File: src/rtl/mwb_pkg.sv
package mwb_pkg;
   // Wrapping age compare: 1 when a is older than b in a w-bit sequence space.
   function automatic logic ord_older(input logic [31:0] a, input logic [31:0] b, input int w);
      logic [31:0] d;
      d = (a - b) << (32 - w);
      return d[31];
   endfunction
endpackage

File: src/rtl/mwb_slotq.sv
module mwb_slotq
   import mwb_pkg::*;
#(
   parameter int DEPTH     = 4,
   parameter int LINE_W    = 8,
   parameter int ORD_W     = 8,
   parameter int SIZE_W    = 4,
   parameter int MERGE_MAX = 4,
   parameter bit MERGE_EN  = 1'b1,
   localparam int IDX_W    = $clog2(DEPTH),
   localparam int CNT_W    = $clog2(MERGE_MAX + 1)
) (
   input  logic                          clk,
   input  logic                          rst_n,
   input  logic [LINE_W-1:0]             lk_line,
   input  logic                          lk_cach,
   output logic                          mg_ok,
   output logic                          mg_cap,
   input  logic                          push,
   input  logic [LINE_W-1:0]             push_line,
   input  logic [ORD_W-1:0]              push_ord,
   input  logic [SIZE_W-1:0]             push_size,
   input  logic                          push_cach,
   input  logic                          push_wr,
   input  logic                          pop,
   input  logic                          free,
   input  logic [IDX_W-1:0]              free_slot,
   output logic                          full,
   output logic                          head_vld,
   output logic [IDX_W-1:0]              head_slot,
   output logic [LINE_W-1:0]             head_line,
   output logic [ORD_W-1:0]              head_ord,
   output logic [SIZE_W-1:0]             head_size,
   output logic                          head_excl,
   output logic [CNT_W-1:0]              head_cnt,
   output logic [DEPTH-1:0]              live,
   output logic [DEPTH-1:0][LINE_W-1:0]  live_line,
   output logic [DEPTH-1:0][ORD_W-1:0]   live_ord
);
   if (DEPTH < 2)     begin : g_bad_depth $error("slot queue depth must be at least 2"); end
   if (MERGE_MAX < 1) begin : g_bad_merge $error("merge limit must be at least 1"); end

   logic [DEPTH-1:0]              vld_q, iss_q, cach_q, excl_q;
   logic [DEPTH-1:0][LINE_W-1:0]  line_q;
   logic [DEPTH-1:0][ORD_W-1:0]   ord_q;
   logic [DEPTH-1:0][SIZE_W-1:0]  size_q;
   logic [DEPTH-1:0][CNT_W-1:0]   cnt_q;
   logic [IDX_W-1:0]              mg_slot, alloc_slot;

   assign full      = &vld_q;
   assign live      = vld_q & ~iss_q;
   assign live_line = line_q;
   assign live_ord  = ord_q;

   // oldest unissued entry
   always_comb begin
      head_vld  = 1'b0;
      head_slot = '0;
      for (int i = 0; i < DEPTH; i++) begin
         if (live[i] && (!head_vld ||
             ord_older(32'(ord_q[i]), 32'(ord_q[head_slot]), ORD_W))) begin
            head_vld  = 1'b1;
            head_slot = IDX_W'(i);
         end
      end
   end
   assign head_line = line_q[head_slot];
   assign head_ord  = ord_q[head_slot];
   assign head_size = size_q[head_slot];
   assign head_excl = excl_q[head_slot];
   assign head_cnt  = cnt_q[head_slot];

   always_comb begin
      alloc_slot = '0;
      for (int i = DEPTH - 1; i >= 0; i--) begin
         if (!vld_q[i]) alloc_slot = IDX_W'(i);
      end
   end

   if (MERGE_EN) begin : g_merge
      logic hit;
      always_comb begin
         hit     = 1'b0;
         mg_slot = '0;
         for (int i = 0; i < DEPTH; i++) begin
            if (live[i] && cach_q[i] && lk_cach && line_q[i] == lk_line &&
                !(pop && head_slot == IDX_W'(i))) begin
               hit     = 1'b1;
               mg_slot = IDX_W'(i);
            end
         end
      end
      assign mg_ok  = hit && (cnt_q[mg_slot] < CNT_W'(MERGE_MAX));
      assign mg_cap = hit && (cnt_q[mg_slot] == CNT_W'(MERGE_MAX));
   end else begin : g_nomerge
      assign mg_slot = '0;
      assign mg_ok   = 1'b0;
      assign mg_cap  = 1'b0;
   end

   always_ff @(posedge clk) begin
      if (!rst_n) begin
         vld_q <= '0;
         iss_q <= '0;
      end else begin
         if (free) vld_q[free_slot] <= 1'b0;
         if (pop)  iss_q[head_slot] <= 1'b1;
         if (push) begin
            if (mg_ok) begin
               cnt_q[mg_slot]  <= cnt_q[mg_slot] + CNT_W'(1);
               excl_q[mg_slot] <= excl_q[mg_slot] | push_wr;
            end else begin
               vld_q[alloc_slot]  <= 1'b1;
               iss_q[alloc_slot]  <= 1'b0;
               line_q[alloc_slot] <= push_line;
               ord_q[alloc_slot]  <= push_ord;
               size_q[alloc_slot] <= push_size;
               cach_q[alloc_slot] <= push_cach;
               excl_q[alloc_slot] <= push_wr;
               cnt_q[alloc_slot]  <= CNT_W'(1);
            end
         end
      end
   end


   no_overflow_chk: assert property (@(posedge clk) disable iff (!rst_n)
      push && !mg_ok |-> !full);

   free_issued_chk: assert property (@(posedge clk) disable iff (!rst_n)
      free |-> vld_q[free_slot] && iss_q[free_slot]);

   pop_head_chk: assert property (@(posedge clk) disable iff (!rst_n)
      pop |-> head_vld);

   merge_cap_chk: assert property (@(posedge clk) disable iff (!rst_n)
      push && mg_ok |=> cnt_q[$past(mg_slot)] <= CNT_W'(MERGE_MAX));
endmodule

File: src/rtl/mwb_pick.sv
module mwb_pick
   import mwb_pkg::*;
#(
   parameter int M_DEPTH = 4,
   parameter int W_DEPTH = 4,
   parameter int LINE_W  = 8,
   parameter int ORD_W   = 8
) (
   input  logic                            clk,
   input  logic                            rst_n,
   input  logic                            m_head_vld,
   input  logic [LINE_W-1:0]               m_head_line,
   input  logic [ORD_W-1:0]                m_head_ord,
   input  logic [M_DEPTH-1:0]              m_live,
   input  logic [M_DEPTH-1:0][LINE_W-1:0]  m_live_line,
   input  logic [M_DEPTH-1:0][ORD_W-1:0]   m_live_ord,
   input  logic                            w_head_vld,
   input  logic [LINE_W-1:0]               w_head_line,
   input  logic [ORD_W-1:0]                w_head_ord,
   input  logic [W_DEPTH-1:0]              w_live,
   input  logic [W_DEPTH-1:0][LINE_W-1:0]  w_live_line,
   input  logic [W_DEPTH-1:0][ORD_W-1:0]   w_live_ord,
   input  logic                            w_full,
   output logic                            sel_vld,
   output logic                            sel_wb
);
   logic m_haz, w_haz, m_go, w_go;

   always_comb begin
      m_haz = 1'b0;
      for (int j = 0; j < W_DEPTH; j++) begin
         if (w_live[j] && w_live_line[j] == m_head_line &&
             ord_older(32'(w_live_ord[j]), 32'(m_head_ord), ORD_W)) m_haz = 1'b1;
      end
      w_haz = 1'b0;
      for (int j = 0; j < M_DEPTH; j++) begin
         if (m_live[j] && m_live_line[j] == w_head_line &&
             ord_older(32'(m_live_ord[j]), 32'(w_head_ord), ORD_W)) w_haz = 1'b1;
      end
   end

   assign m_go    = m_head_vld && !m_haz;
   assign w_go    = w_head_vld && !w_haz;
   assign sel_vld = m_go || w_go;
   assign sel_wb  = w_go && (!m_go || w_full);


   read_first_chk: assert property (@(posedge clk) disable iff (!rst_n)
      m_go && w_go && !w_full |-> sel_vld && !sel_wb);

   head_hazard_chk: assert property (@(posedge clk) disable iff (!rst_n)
      sel_vld && !sel_wb && w_head_vld && w_head_line == m_head_line
      |-> ord_older(32'(m_head_ord), 32'(w_head_ord), ORD_W));
endmodule

File: src/rtl/mwb_issue_arb.sv
module mwb_issue_arb
   import mwb_pkg::*;
#(
   parameter int MISS_DEPTH  = 4,
   parameter int WB_DEPTH    = 4,
   parameter int LINE_W      = 8,
   parameter int LINE_BYTES  = 64,
   parameter int ORD_W       = 8,
   parameter int MERGE_MAX   = 4,
   localparam int SIZE_W     = $clog2(LINE_BYTES) + 1,
   localparam int SLOT_W     = $clog2(MISS_DEPTH > WB_DEPTH ? MISS_DEPTH : WB_DEPTH),
   localparam int CNT_W      = $clog2(MERGE_MAX + 1)
) (
   input  logic              clk,
   input  logic              rst_n,
   input  logic              req_valid,
   input  logic [LINE_W-1:0] req_line,
   input  logic              req_cach,
   input  logic              req_wr,
   input  logic              req_evict,
   input  logic [SIZE_W-1:0] req_size,
   output logic              miss_full,
   output logic              wb_full,
   output logic              line_block,
   output logic              iss_valid,
   input  logic              iss_ready,
   output logic              iss_wb,
   output logic [SLOT_W-1:0] iss_slot,
   output logic [LINE_W-1:0] iss_line,
   output logic [SIZE_W-1:0] iss_size,
   output logic [ORD_W-1:0]  iss_ord,
   output logic [CNT_W-1:0]  iss_cnt,
   output logic              iss_excl,
   input  logic              cpl_valid,
   input  logic              cpl_wb,
   input  logic [SLOT_W-1:0] cpl_slot
);
   localparam int M_IDX = $clog2(MISS_DEPTH);
   localparam int W_IDX = $clog2(WB_DEPTH);

   if (ORD_W < $clog2(MISS_DEPTH * MERGE_MAX + WB_DEPTH) + 2 || ORD_W > 30)
      begin : g_bad_ord $error("order width too small for outstanding requests"); end
   if (LINE_BYTES < 2 || (LINE_BYTES & (LINE_BYTES - 1)) != 0)
      begin : g_bad_line $error("line size must be a power of two"); end

   logic [ORD_W-1:0]  ord_q;
   logic              to_wb, full_size, m_acc, w_acc, acc;
   logic [SIZE_W-1:0] eff_size;

   logic m_mg_ok, m_mg_cap, w_mg_ok, w_mg_cap;
   logic m_head_vld, w_head_vld, m_excl, w_excl;
   logic [M_IDX-1:0]  m_slot;
   logic [W_IDX-1:0]  w_slot;
   logic [LINE_W-1:0] m_line, w_line;
   logic [ORD_W-1:0]  m_ord, w_ord;
   logic [SIZE_W-1:0] m_size, w_size;
   logic [CNT_W-1:0]  m_cnt;
   logic              w_cnt;
   logic [MISS_DEPTH-1:0]              m_live;
   logic [MISS_DEPTH-1:0][LINE_W-1:0]  m_live_line;
   logic [MISS_DEPTH-1:0][ORD_W-1:0]   m_live_ord;
   logic [WB_DEPTH-1:0]                w_live;
   logic [WB_DEPTH-1:0][LINE_W-1:0]    w_live_line;
   logic [WB_DEPTH-1:0][ORD_W-1:0]     w_live_ord;
   logic sel_vld, sel_wb, m_pop, w_pop;

   assign to_wb     = req_evict || (req_wr && !req_cach);
   assign full_size = req_cach || req_evict;
   assign eff_size  = full_size ? SIZE_W'(LINE_BYTES) : req_size;
   assign m_acc     = req_valid && !to_wb && !m_mg_cap && (m_mg_ok || !miss_full);
   assign w_acc     = req_valid && to_wb && !w_mg_cap && !wb_full;
   assign acc       = m_acc || w_acc;
   assign line_block = req_valid && !to_wb && m_mg_cap;

   always_ff @(posedge clk) begin
      if (!rst_n)   ord_q <= '0;
      else if (acc) ord_q <= ord_q + ORD_W'(1);
   end

   mwb_slotq #(.DEPTH(MISS_DEPTH), .LINE_W(LINE_W), .ORD_W(ORD_W), .SIZE_W(SIZE_W),
               .MERGE_MAX(MERGE_MAX), .MERGE_EN(1'b1)) u_missq (
      .clk, .rst_n,
      .lk_line(req_line), .lk_cach(req_cach), .mg_ok(m_mg_ok), .mg_cap(m_mg_cap),
      .push(m_acc), .push_line(req_line), .push_ord(ord_q), .push_size(eff_size),
      .push_cach(req_cach), .push_wr(req_wr), .pop(m_pop),
      .free(cpl_valid && !cpl_wb), .free_slot(cpl_slot[M_IDX-1:0]),
      .full(miss_full), .head_vld(m_head_vld), .head_slot(m_slot), .head_line(m_line),
      .head_ord(m_ord), .head_size(m_size), .head_excl(m_excl), .head_cnt(m_cnt),
      .live(m_live), .live_line(m_live_line), .live_ord(m_live_ord));

   mwb_slotq #(.DEPTH(WB_DEPTH), .LINE_W(LINE_W), .ORD_W(ORD_W), .SIZE_W(SIZE_W),
               .MERGE_MAX(1), .MERGE_EN(1'b0)) u_wbq (
      .clk, .rst_n,
      .lk_line(req_line), .lk_cach(1'b0), .mg_ok(w_mg_ok), .mg_cap(w_mg_cap),
      .push(w_acc), .push_line(req_line), .push_ord(ord_q), .push_size(eff_size),
      .push_cach(1'b0), .push_wr(1'b1), .pop(w_pop),
      .free(cpl_valid && cpl_wb && !w_mg_ok), .free_slot(cpl_slot[W_IDX-1:0]),
      .full(wb_full), .head_vld(w_head_vld), .head_slot(w_slot), .head_line(w_line),
      .head_ord(w_ord), .head_size(w_size), .head_excl(w_excl), .head_cnt(w_cnt),
      .live(w_live), .live_line(w_live_line), .live_ord(w_live_ord));

   mwb_pick #(.M_DEPTH(MISS_DEPTH), .W_DEPTH(WB_DEPTH), .LINE_W(LINE_W), .ORD_W(ORD_W)) u_pick (
      .clk, .rst_n,
      .m_head_vld, .m_head_line(m_line), .m_head_ord(m_ord),
      .m_live, .m_live_line, .m_live_ord,
      .w_head_vld, .w_head_line(w_line), .w_head_ord(w_ord),
      .w_live, .w_live_line, .w_live_ord,
      .w_full(wb_full), .sel_vld, .sel_wb);

   assign iss_valid = sel_vld;
   assign iss_wb    = sel_wb;
   assign m_pop     = sel_vld && !sel_wb && iss_ready;
   assign w_pop     = sel_vld && sel_wb && iss_ready;
   assign iss_slot  = sel_wb ? SLOT_W'(w_slot) : SLOT_W'(m_slot);
   assign iss_line  = sel_wb ? w_line : m_line;
   assign iss_size  = sel_wb ? w_size : m_size;
   assign iss_ord   = sel_wb ? w_ord  : m_ord;
   assign iss_cnt   = sel_wb ? CNT_W'(w_cnt) : m_cnt;
   assign iss_excl  = sel_wb ? w_excl : m_excl;


   ord_step_chk: assert property (@(posedge clk) disable iff (!rst_n)
      acc |=> ord_q == $past(ord_q) + ORD_W'(1));

   ord_hold_chk: assert property (@(posedge clk) disable iff (!rst_n)
      !acc |=> $stable(ord_q));

   block_refuse_chk: assert property (@(posedge clk) disable iff (!rst_n)
      line_block |-> !m_acc && !w_acc);
endmodule

File: config.mk
export PLATFORM = sky130hd
export DESIGN_NAME = mwb_issue_arb
export DESIGN_NICKNAME = d
export VERILOG_FILES = /design/src/rtl/mwb_pkg.sv /design/src/rtl/mwb_slotq.sv /design/src/rtl/mwb_pick.sv /design/src/rtl/mwb_issue_arb.sv
export SDC_FILE = /design/constraint.sdc
export NUM_CORES = 1
export LEC_CHECK = 0
export ABC_AREA = 1
export CORE_UTILIZATION = 62
export DETAILED_ROUTE_END_ITERATION = 12
export PLACE_DENSITY = 0.8
export SYNTH_ARGS = -nofsm -noshare
export SYNTH_HDL_FRONTEND = slang
export SYNTH_SLANG_ARGS = --single-unit
File: constraint.sdc
create_clock -name clk -period 12.2 [get_ports clk]
set_input_delay 3.66 -clock clk [delete_from_list [all_inputs] [get_ports clk]]
set_output_delay 3.66 -clock clk [all_outputs]
set_load 0.1 [all_outputs]
# ---- After elaboration in Yosys (flattened, before gate mapping)
# Cells that the tools add are included.
dict set report totals {
  reg_bits 236
  in_bits 26
  output_inout_bits 34
}
dict set report classes {
  addsub 16
  order_cmp 17
  n_eq_ne 16
  n_mux 126
  n_bitwise 22
  reduce_logical 104
}
# cell n
set op_table {}
lappend op_table {{$bmux 8 s2} 8}
lappend op_table {{$bwmux 32} 4}
lappend op_table {{$sub 8x8->8} 14}
lappend op_table {{$eq 8x8->1} 12}
lappend op_table {{$mux 8} 12}
lappend op_table {{$logic_and 1x1->1} 66}
lappend op_table {{$mux 4} 15}
lappend op_table {{$bwmux 28} 2}
lappend op_table {{$mux 7} 6}
lappend op_table {{$mux 1} 34}
lappend op_table {{$demux 8 s2} 2}
lappend op_table {{$lt 2x3->1 const B} 10}
lappend op_table {{$mux 2} 15}
lappend op_table {{$bmux 7 s2} 2}
lappend op_table {{$demux 7 s2} 2}
lappend op_table {{$or 4x4->4} 7}
lappend op_table {{$and 4x4->4} 6}
lappend op_table {{$logic_not 1->1} 20}
lappend op_table {{$not 4->4} 5}
lappend op_table {{$mux 3} 5}
lappend op_table {{$bmux 3 s2} 2}
lappend op_table {{$bwmux 12} 1}
lappend op_table {{$bwmux 4} 3}
lappend op_table {{$demux 1 s2} 6}
lappend op_table {{19 further kinds} 42}

# ---- Depth between registers and ports, before layout
# Gate-level depths: netlist of run 1.
dict set report logic_depth {
  depth_word 50
  depth_mapped 74
  mapped_depth_nobuf 69
}

# ---- Hierarchy
# From an unflattened synthesis of run 1, not the netlist that was laid out.
dict set report hier_totals {
  cells_unflattened 1848
  area_unflattened_um2 15142.0
}
# mod instances cells_per_inst area_each_um2 seq_area_each_um2
set by_module_without_submodules {}
lappend by_module_without_submodules {{mwb_slotq (u_missq)} 1 754 6780.3 3523.4}
lappend by_module_without_submodules {{mwb_slotq (u_wbq)} 1 437 4868.4 3163.0}
lappend by_module_without_submodules {mwb_pick 1 449 2444.8 0.0}
lappend by_module_without_submodules {mwb_issue_arb 1 208 1048.5 160.2}

# ---- Worst setup path after synthesis of run 1
# No wires, ideal clock.
dict set report synth_path {
  kind {register to output}
  from {register u_wbq.ord_q (netlist bit u_wbq.live_ord[5])}
  to {output line_block}
  arrival_time_ns 9.823
  t_required_ns 8.540
  path_slack_ns -1.283
  path_stages_with_launch 57
  n_path_buf 6
  cell_sequence {edfxtp_1 > inv_1 > ha_1 > nand2_1 > inv_1 > a21oi_1 > nand2_1 > nand2_1 > nand3_1 > nand2_1 > clkbuf_1 > clkbuf_1 > o21ai_0 > ha_1 > a21oi_1 > nor2_1 > a211oi_1 > nand2_1 > [... 21 more ...] > a211oi_1 > nand2_1 > nand2_1 > nand2_1 > nand3_1 > nand3_1 > nor2_2 > a21oi_4 > nand3_2 > nand2_1 > nand3_1 > o221ai_1 > nor2_1 > ha_1 > inv_1 > nor2_1 > nand3_1 > nor3_1}
}
dict set report synth_between {
  elab_chain_cells 42
  word_cells_on_any_way 86
  cone_classes {add/sub (8); eq/ne (5); mux (31); reduce/logical (42)}
}
# element line
set synth_rtl {}
lappend synth_rtl {{start, declared} mwb_slotq.sv:45} ;# logic [DEPTH-1:0][ORD_W-1:0] ord_q;
lappend synth_rtl {{start signal, assigned by index} mwb_slotq.sv:116} ;# ord_q[alloc_slot] <= push_ord;
lappend synth_rtl {{parallel branches: the longest is 29 deep, another holds $sub 8x8->8} n/a}
lappend synth_rtl {{$logic_and 1x1->1 (*) (2 in a row)} mwb_issue_arb.sv:112} ;# assign m_pop = sel_vld && !sel_wb && iss_ready;
lappend synth_rtl {{$logic_and 1x1->1} mwb_slotq.sv:87} ;# !(pop && head_slot == IDX_W'(i))) begin
lappend synth_rtl {{$logic_not 1->1} mwb_slotq.sv:87}
lappend synth_rtl {{$logic_and 1x1->1} mwb_slotq.sv:86} ;# if (live[i] && cach_q[i] && lk_cach && line_q[i] == lk_line &&
lappend synth_rtl {{$mux 1} mwb_slotq.sv:86}
lappend synth_rtl {{$mux 2 (2 in a row)} mwb_slotq.sv:86}
lappend synth_rtl {{$bmux 3 s2} mwb_slotq.sv:94} ;# assign mg_cap = hit && (cnt_q[mg_slot] == CNT_W'(MERGE_MAX));
lappend synth_rtl {{$mux 3 (not written as such)} mwb_slotq.sv:94}
lappend synth_rtl {{$eq 3x3->1} mwb_slotq.sv:94}
lappend synth_rtl {{$logic_and 1x1->1 (*)} mwb_slotq.sv:94}
lappend synth_rtl {{$logic_and 1x1->1 (*)} mwb_issue_arb.sv:73} ;# assign line_block = req_valid && !to_wb && m_mg_cap;
lappend synth_rtl {{end, declared} mwb_issue_arb.sv:24} ;# output logic line_block,
# Mark *: on every way between the ends. The select of a mux whose other input is x is not followed.

# ---- Worst setup path in the final report of run 1
dict set report layout_path {
  from {register u_missq.ord_q (netlist bit u_missq.live_ord[6])}
  to {output line_block}
}
dict set report layout_between {
  elab_chain_cells 44
  word_cells_on_any_way 90
  cone_classes {add/sub (8); eq/ne (8); mux (31); reduce/logical (43)}
}
# element line
set layout_rtl {}
lappend layout_rtl {{start, declared} mwb_slotq.sv:45}
lappend layout_rtl {{start signal, assigned by index} mwb_slotq.sv:116}
lappend layout_rtl {{parallel branches: the longest is 42 deep, another holds $sub 8x8->8} n/a}
lappend layout_rtl {{$logic_and 1x1->1 (*)} mwb_slotq.sv:94}
lappend layout_rtl {{$logic_and 1x1->1 (*)} mwb_issue_arb.sv:73}
# Marks and branches as above.

==> results.json, run 1 <==
{
  "clk_latency_ns": 0.54,
  "max-vdd-ir-drop_mv": 0.1239,
  "cts-buffers-inserted": 26,
  "ys_types": 57,
  "start_kind": "register",
  "powerDensity_mw_per_mm2": 118.1,
  "drive_gt1_share_pct": 15.90,
  "antenna_found_initial": 1,
  "skew_ns": 0.01929,
  "layout.cells.non_filler": 2244,
  "die-width_um": 155.8,
  "leakagePower_nw": 7.758,
  "synth_ff_type": "edfxtp_1",
  "worst_pin_slew_ns": 1.026,
  "grt_usage_pct": 37.38,
  "root_buffer": "clkbuf_16",
  "clock_sinks": 236,
  "setup_viol": 0,
  "met2_usage_pct": 61.29,
  "grt_overflow": 0,
  "worstPathRequired_ns": 8.54,
  "grt_pass1_vias": 12788,
  "std_cell_rows": 55,
  "wl_per_cell_um": 21.06,
  "synth_edf_count": 212,
  "ant_nets": 0,
  "status": "finished clean",
  "io_pins": 60,
  "arrival_ns": 8.32,
  "grt_max_degree": 42,
  "grt_pass1_wl_um": 68880,
  "fin_crit_sh_pct": 98.16,
  "nets": 2000,
  "endpoint_kind": "output port",
  "crit_fanout": 7,
  "port_buffers": 59,
  "netlist_top_cells_area": "edfxtp_1, nand2_1, nand3_1, ha_1, inv_1",
  "diodes": 0,
  "die_area_mm2": 0.02426,
  "synth_top_cell_by_area": "edfxtp_1",
  "drt_iter0_drc": 1563,
  "met3_usage_pct": 6.639,
  "worst_hold_slack_ns": 0.5045,
  "ctsHoldBuffers": 0,
  "vias": 13681,
  "drtPass1Iterations": 8,
  "vias_per_cell": 6.097,
  "synth-seq-area-share_pct": 46.71,
  "ys_ff_latch": 236,
  "drv_cap": 0,
  "finalCriticalPeriod_ns": 11.98,
  "cts_buffer_depth": 3,
  "path_common_cell": "nand2_1",
  "met1_usage_pct": 48.96,
  "drcViolationCount": 0,
  "max_freq_ghz": 0.08350,
  "synth_area_per_cell_um2": 8.197,
  "synth_async_sr_flop_share_pct": 0,
  "slowest_delay_ns": 0.41,
  "synth_fp_nets": 1877,
  "yosys_warnings": 0,
  "synth.top_cell.area_share_pct": 43.44,
  "synth_area_mm2": 0.01466,
  "fillCellCount": 1667,
  "hp-class": "reg2reg",
  "wl_um": 47260,
  "coreArea_mm2": 0.02292,
  "clk_pin_slew_ns": 0.06,
  "grt_most_used_layer": "met2",
  "placed_cells": 2160,
  "fp.dieH_um": 155.8,
  "place.gp.congestion": 0.9810,
  "slowest_stage": "edfxtp_1",
  "crit_type": "reg2out",
  "area_growth_pct": 20.83,
  "drv_slew": 0,
  "postSynthCellCount": 1788,
  "finalHoldViolations": 0,
  "dp_hpwl_um": 33270,
  "cts_tree": "done",
  "h-tree-depth": 1,
  "slew_headroom_pct": 31.34,
  "start_util_pct": 63.96
}
## power by group
part	total (mW)	switching, mW	internal [mW]
sequential	0.898	0.00873	0.889
clock	0.831	0.340	0.491
combinational	0.363	0.249	0.114
total	2.09	0.598	1.49
## cell usage after synthesis (11+ instances only)
| library cell | n |
|---|---|
| xnor2_1 | 12 |
| a21oi_1 | 52 |
| nand4_1 | 13 |
| nor3_1 | 14 |
| nand2_1 | 489 |
| nor2_1 | 164 |
| edfxtp_1 | 212 |
| dfxtp_1 | 24 |
| nand3_2 | 11 |
| inv_1 | 209 |
| ha_1 | 63 |
| o21ai_0 | 99 |
| xor2_1 | 36 |
| o21ai_1 | 19 |
| inv_2 | 14 |
| clkbuf_1 | 15 |
| nand3b_1 | 15 |
| nand3_1 | 169 |
| nand2_2 | 20 |
## layout make-up
| type | instances | area (µm²) | share of cell area (%) |
|---|---|---|---|
| clock buffer | 32 | 694.4 | 3.921 |
| sequential | 236 | 6847 | 38.66 |
| inverter | 228 | 873.3 | 4.931 |
| tap | 313 | 391.6 | 2.211 |
| clock inverter | 16 | 201.4 | 1.137 |
| multi-input combinational | 1299 | 7273 | 41.07 |
| timing repair buffer | 120 | 1429 | 8.068 |
## stage by stage
| stage | total power, mW | setup WS, ns | instance area (µm²) | TNS, ns | utilization (%) |
|---|---|---|---|---|---|
| 2_1_floorplan | 1.127 | -0.4990 | 14690 | -10.42 | - |
| 3_3_place_gp | 1.250 | 0.03192 | 16090 | 0 | 70.23 |
| 3_5_place_dp | 1.255 | -0.1418 | 16090 | -0.1418 | 70.23 |
| 4_1_cts | 2.068 | 0.001097 | 17000 | 0 | 74.19 |
| 5_1_grt | 2.140 | -0.1700 | 17710 | -0.1700 | 77.28 |
| 6_report | 2.092 | 0.2243 | 17710 | 0 | 77.28 |
## placed cells by master, fill, tap and decap left out, types with 15 or more instances in the layout
| master | n |
|---|---|
| o21ai_1 | 26 |
| nand2_2 | 38 |
| inv_1 | 206 |
| dfxtp_1 | 24 |
| nand2_1 | 468 |
| clkdlybuf4s50_1 | 27 |
| a21oi_1 | 47 |
| nand3_1 | 165 |
| o21ai_2 | 21 |
| buf_12 | 34 |
| buf_4 | 57 |
| nand3b_1 | 15 |
| edfxtp_1 | 212 |
| xor2_1 | 36 |
| nor2_1 | 150 |
| clkbuf_16 | 29 |
| ha_1 | 59 |
| o21ai_0 | 72 |
| nor2_2 | 20 |
## cells by family (layout without fill, tap and decap cells)
group | Yosys count | in the layout | synth area share, %
multiplexers | 1 | 1 | 0.06830
flip-flops | 236 | 236 | 46.71
AND/OR/NAND/NOR | 941 | 947 | 28.35
AO/OA/AOI/OAI | 240 | 240 | 9.655
XOR/XNOR | 48 | 48 | 2.868
adder cells (fa/ha/maj) | 63 | 63 | 5.378
buffers and inverters | 259 | 396 | 6.966
## routing by layer
metal | routed length [µm] | share of wire [%] | vias to the layer above
met1 | 18150 | 38 | 6380
met4 | 1984 | 4.2 | 0
met2 | 21790 | 46 | 862
met5 | 0 | 0 | -
li1 | - | - | 6277
met3 | 5337 | 11 | 162
## flip-flops by register name, summed over array words and instances, names as in the netlist, 8 cells and up
name,count
u_missq.live_ord,32
u_wbq.live_ord,32
u_wbq.live_line,32
ord_q,8
u_missq.live_line,32
u_missq.size_q,28
u_wbq.size_q,28
u_missq.cnt_q,12
## critical path, delay by kind of cell, from the launching register on
kind                       cells  cell delay, ns
and+or+nand+nor               34            3.75
AOI/OAI and AO/OA             10            1.87
adders and majority gates      5            1.25
buffers and inverters          5            0.45
DFF                            1            0.41
## final timing paths
kind	from	to	slack (ns)	depth (start not counted)
setup / recovery	u_missq.live_ord[6]	line_block	0.22	54
hold / removal	u_wbq.vld_q[0]	u_wbq.vld_q[0]	0.50	2
setup reg to reg	u_missq.live_ord[6]	u_missq.live_ord[3]	3.02	56
hold reg to reg	u_wbq.vld_q[0]	u_wbq.vld_q[0]	0.50	2
## what timing repair did
action | CTS | global route
buffers inserted | 0 | 28
setup endpoints to repair | 30 | 30
resized for setup | 11 | 99
cloned | 0 | 8
pin swaps | 0 | 28
Note: power is estimated with default switching activity, not from simulation.
==> inputs of run 2 (changes only) <==
PLACE_DENSITY = not set   (was 0.8)
PLACE_DENSITY_LB_ADDON = 0.1   (was not set)
==> run 2 against run 1 <==
Against the previous run: via count about the same; design area up 0.79%; clock power down 10%; die area unchanged; utilization up 0.61 points; largest power group unchanged.
==> results.json, run 2 (synthesis results as in run 1) <==
{
  "status": "finished clean",
  "clk_latency_ns": 0.56,
  "diodes": 0,
  "grt_pass1_vias": 12338,
  "rsz0062_at_grt": "yes",
  "met3_usage_pct": 6.139,
  "vias_per_cell": 6.042,
  "layout.cells.non_filler": 2263,
  "place.gp.congestion": 0.9700,
  "wl_per_cell_um": 20.42,
  "antenna_found_initial": 0,
  "fin_area_mm2": 0.01785,
  "max_freq_ghz": 0.08268,
  "drt_iter0_drc": 1709,
  "max-vdd-ir-drop_mv": 0.1481,
  "drv_cap": 0,
  "fp.dieH_um": 155.8,
  "vias": 13673,
  "cts_buffer_depth": 3,
  "layout_commonest_cell": "nand2_1",
  "ctsHoldBuffers": 0,
  "io_pins": 60,
  "cts-buffers-inserted": 25,
  "area_growth_pct": 21.79,
  "holdCritStartpoint": "u_wbq.vld_q[0]",
  "h-tree-depth": 1,
  "powerDensity_mw_per_mm2": 112.7,
  "r2r-start": "u_missq.live_ord[2]",
  "worst_pin_slew_ns": 0.9984,
  "placed_cells": 2168,
  "root_buffer": "clkbuf_16",
  "clock_sinks": 236,
  "skew_ns": 0.02248,
  "drive_gt1_share_pct": 17.54,
  "die-width_um": 155.8,
  "worst_hold_slack_ns": 0.5049,
  "start_util_pct": 63.96,
  "path_common_cell": "nand2_1",
  "finalHoldViolations": 0,
  "grt_usage_pct": 36.62,
  "drcViolationCount": 0,
  "fillCellCount": 1607,
  "dp_hpwl_um": 33260,
  "std_cell_rows": 55,
  "wl_um": 46220,
  "pre_cts_slack_ns": -0.02526,
  "coreArea_mm2": 0.02292,
  "fin_crit_sh_pct": 99.14,
  "final_util_pct": 77.89,
  "hp-class": "reg2reg",
  "startpoint": "u_missq.live_ord[2]",
  "met1_usage_pct": 49.26,
  "start_kind": "register",
  "grt_pass1_wl_um": 67540,
  "final_cell_mix": "nand2_1, edfxtp_1, inv_1",
  "slowest_stage": "edfxtp_1",
  "endpoint_kind": "output port",
  "cts_tree": "done",
  "worstPathRequired_ns": 8.54,
  "drtPass1Iterations": 8,
  "ant_nets": 0,
  "setup_ws_ns": 0.1044,
  "crit_type": "reg2out",
  "crit_fanout": 8,
  "dpl_cell_area_mm2": 0.01614,
  "slew_headroom_pct": 33.23,
  "met2_usage_pct": 60.62,
  "arrival_ns": 8.44,
  "die_area_mm2": 0.02426,
  "leakagePower_nw": 7.831,
  "grt_max_degree": 44,
  "drv_slew": 0,
  "slowest_delay_ns": 0.40,
  "clk_pin_slew_ns": 0.07,
  "finalCriticalPeriod_ns": 12.10,
  "setup_viol": 0,
  "nets": 2020,
  "grt_overflow": 0,
  "port_buffers": 59,
  "grt_most_used_layer": "met2"
}
## run 2: cell count changes in the layout (fill, tap and decap cells not counted), sizes merged, moves of 2 or more
cell      before  now
inv          224  226
clkinvlp       6    1
nand2        521  517
clkinv        10   13
bufinv         4    1
buf           91  118
## run 2: critical path, delay by kind of cell (launching register included)
family                   cells  cell delay [ns]
buffers and inverters        8             0.87
adder cells (fa/ha/maj)      4             0.99
flip-flops                   1             0.40
AO/OA/AOI/OAI                8             1.55
AND/OR/NAND/NOR             36             4.04
## run 2: final cells by class
type | instances | area, µm² | area share, %
tap | 313 | 391.6 | 2.194
timing repair buffer | 145 | 1615 | 9.050
clock inverter | 13 | 112.6 | 0.6309
clock buffer | 33 | 675.6 | 3.785
multi-input combinational | 1295 | 7337 | 41.10
inverter | 228 | 870.8 | 4.879
sequential | 236 | 6847 | 38.36
## run 2: repair_timing
| item | CTS | global route |
|---|---|---|
| gates cloned | 0 | 2 |
| setup buffers | 0 | 47 |
| gates resized for setup | 8 | 141 |
| endpoints found under the setup margin | 27 | 29 |
| pin swaps | 0 | 52 |
## run 2: final timing paths
check                                        endpoint  slack [ns]  depth (start not counted)
worst max register to register  u_missq.live_line[30]        3.31                         60
worst min register to register         u_wbq.vld_q[0]        0.50                          2
worst max-delay path                       line_block        0.10                         56
worst min-delay path                   u_wbq.vld_q[0]        0.50                          2
## run 2: power by group
| part | switching [mW] | total [mW] | internal, mW |
|---|---|---|---|
| logic | 0.249 | 0.366 | 0.117 |
| clock network | 0.332 | 0.747 | 0.415 |
| registers | 0.00901 | 0.898 | 0.889 |
| total | 0.590 | 2.01 | 1.42 |
## run 2: layer usage
metal  part of all wire [%]  vias up
li1                       -     6331
met4                    4.1        0
met5                      0        -
met2                     47      813
met3                    9.9      149
met1                     39     6380
## run 2: through the flow
step           total power [mW]  setup TNS, ns
6_report                  2.011              0
4_1_cts                   1.987              0
3_3_place_gp              1.249              0
5_1_grt                   2.058        -0.3778
2_1_floorplan             1.127         -10.42
3_5_place_dp              1.254       -0.02526
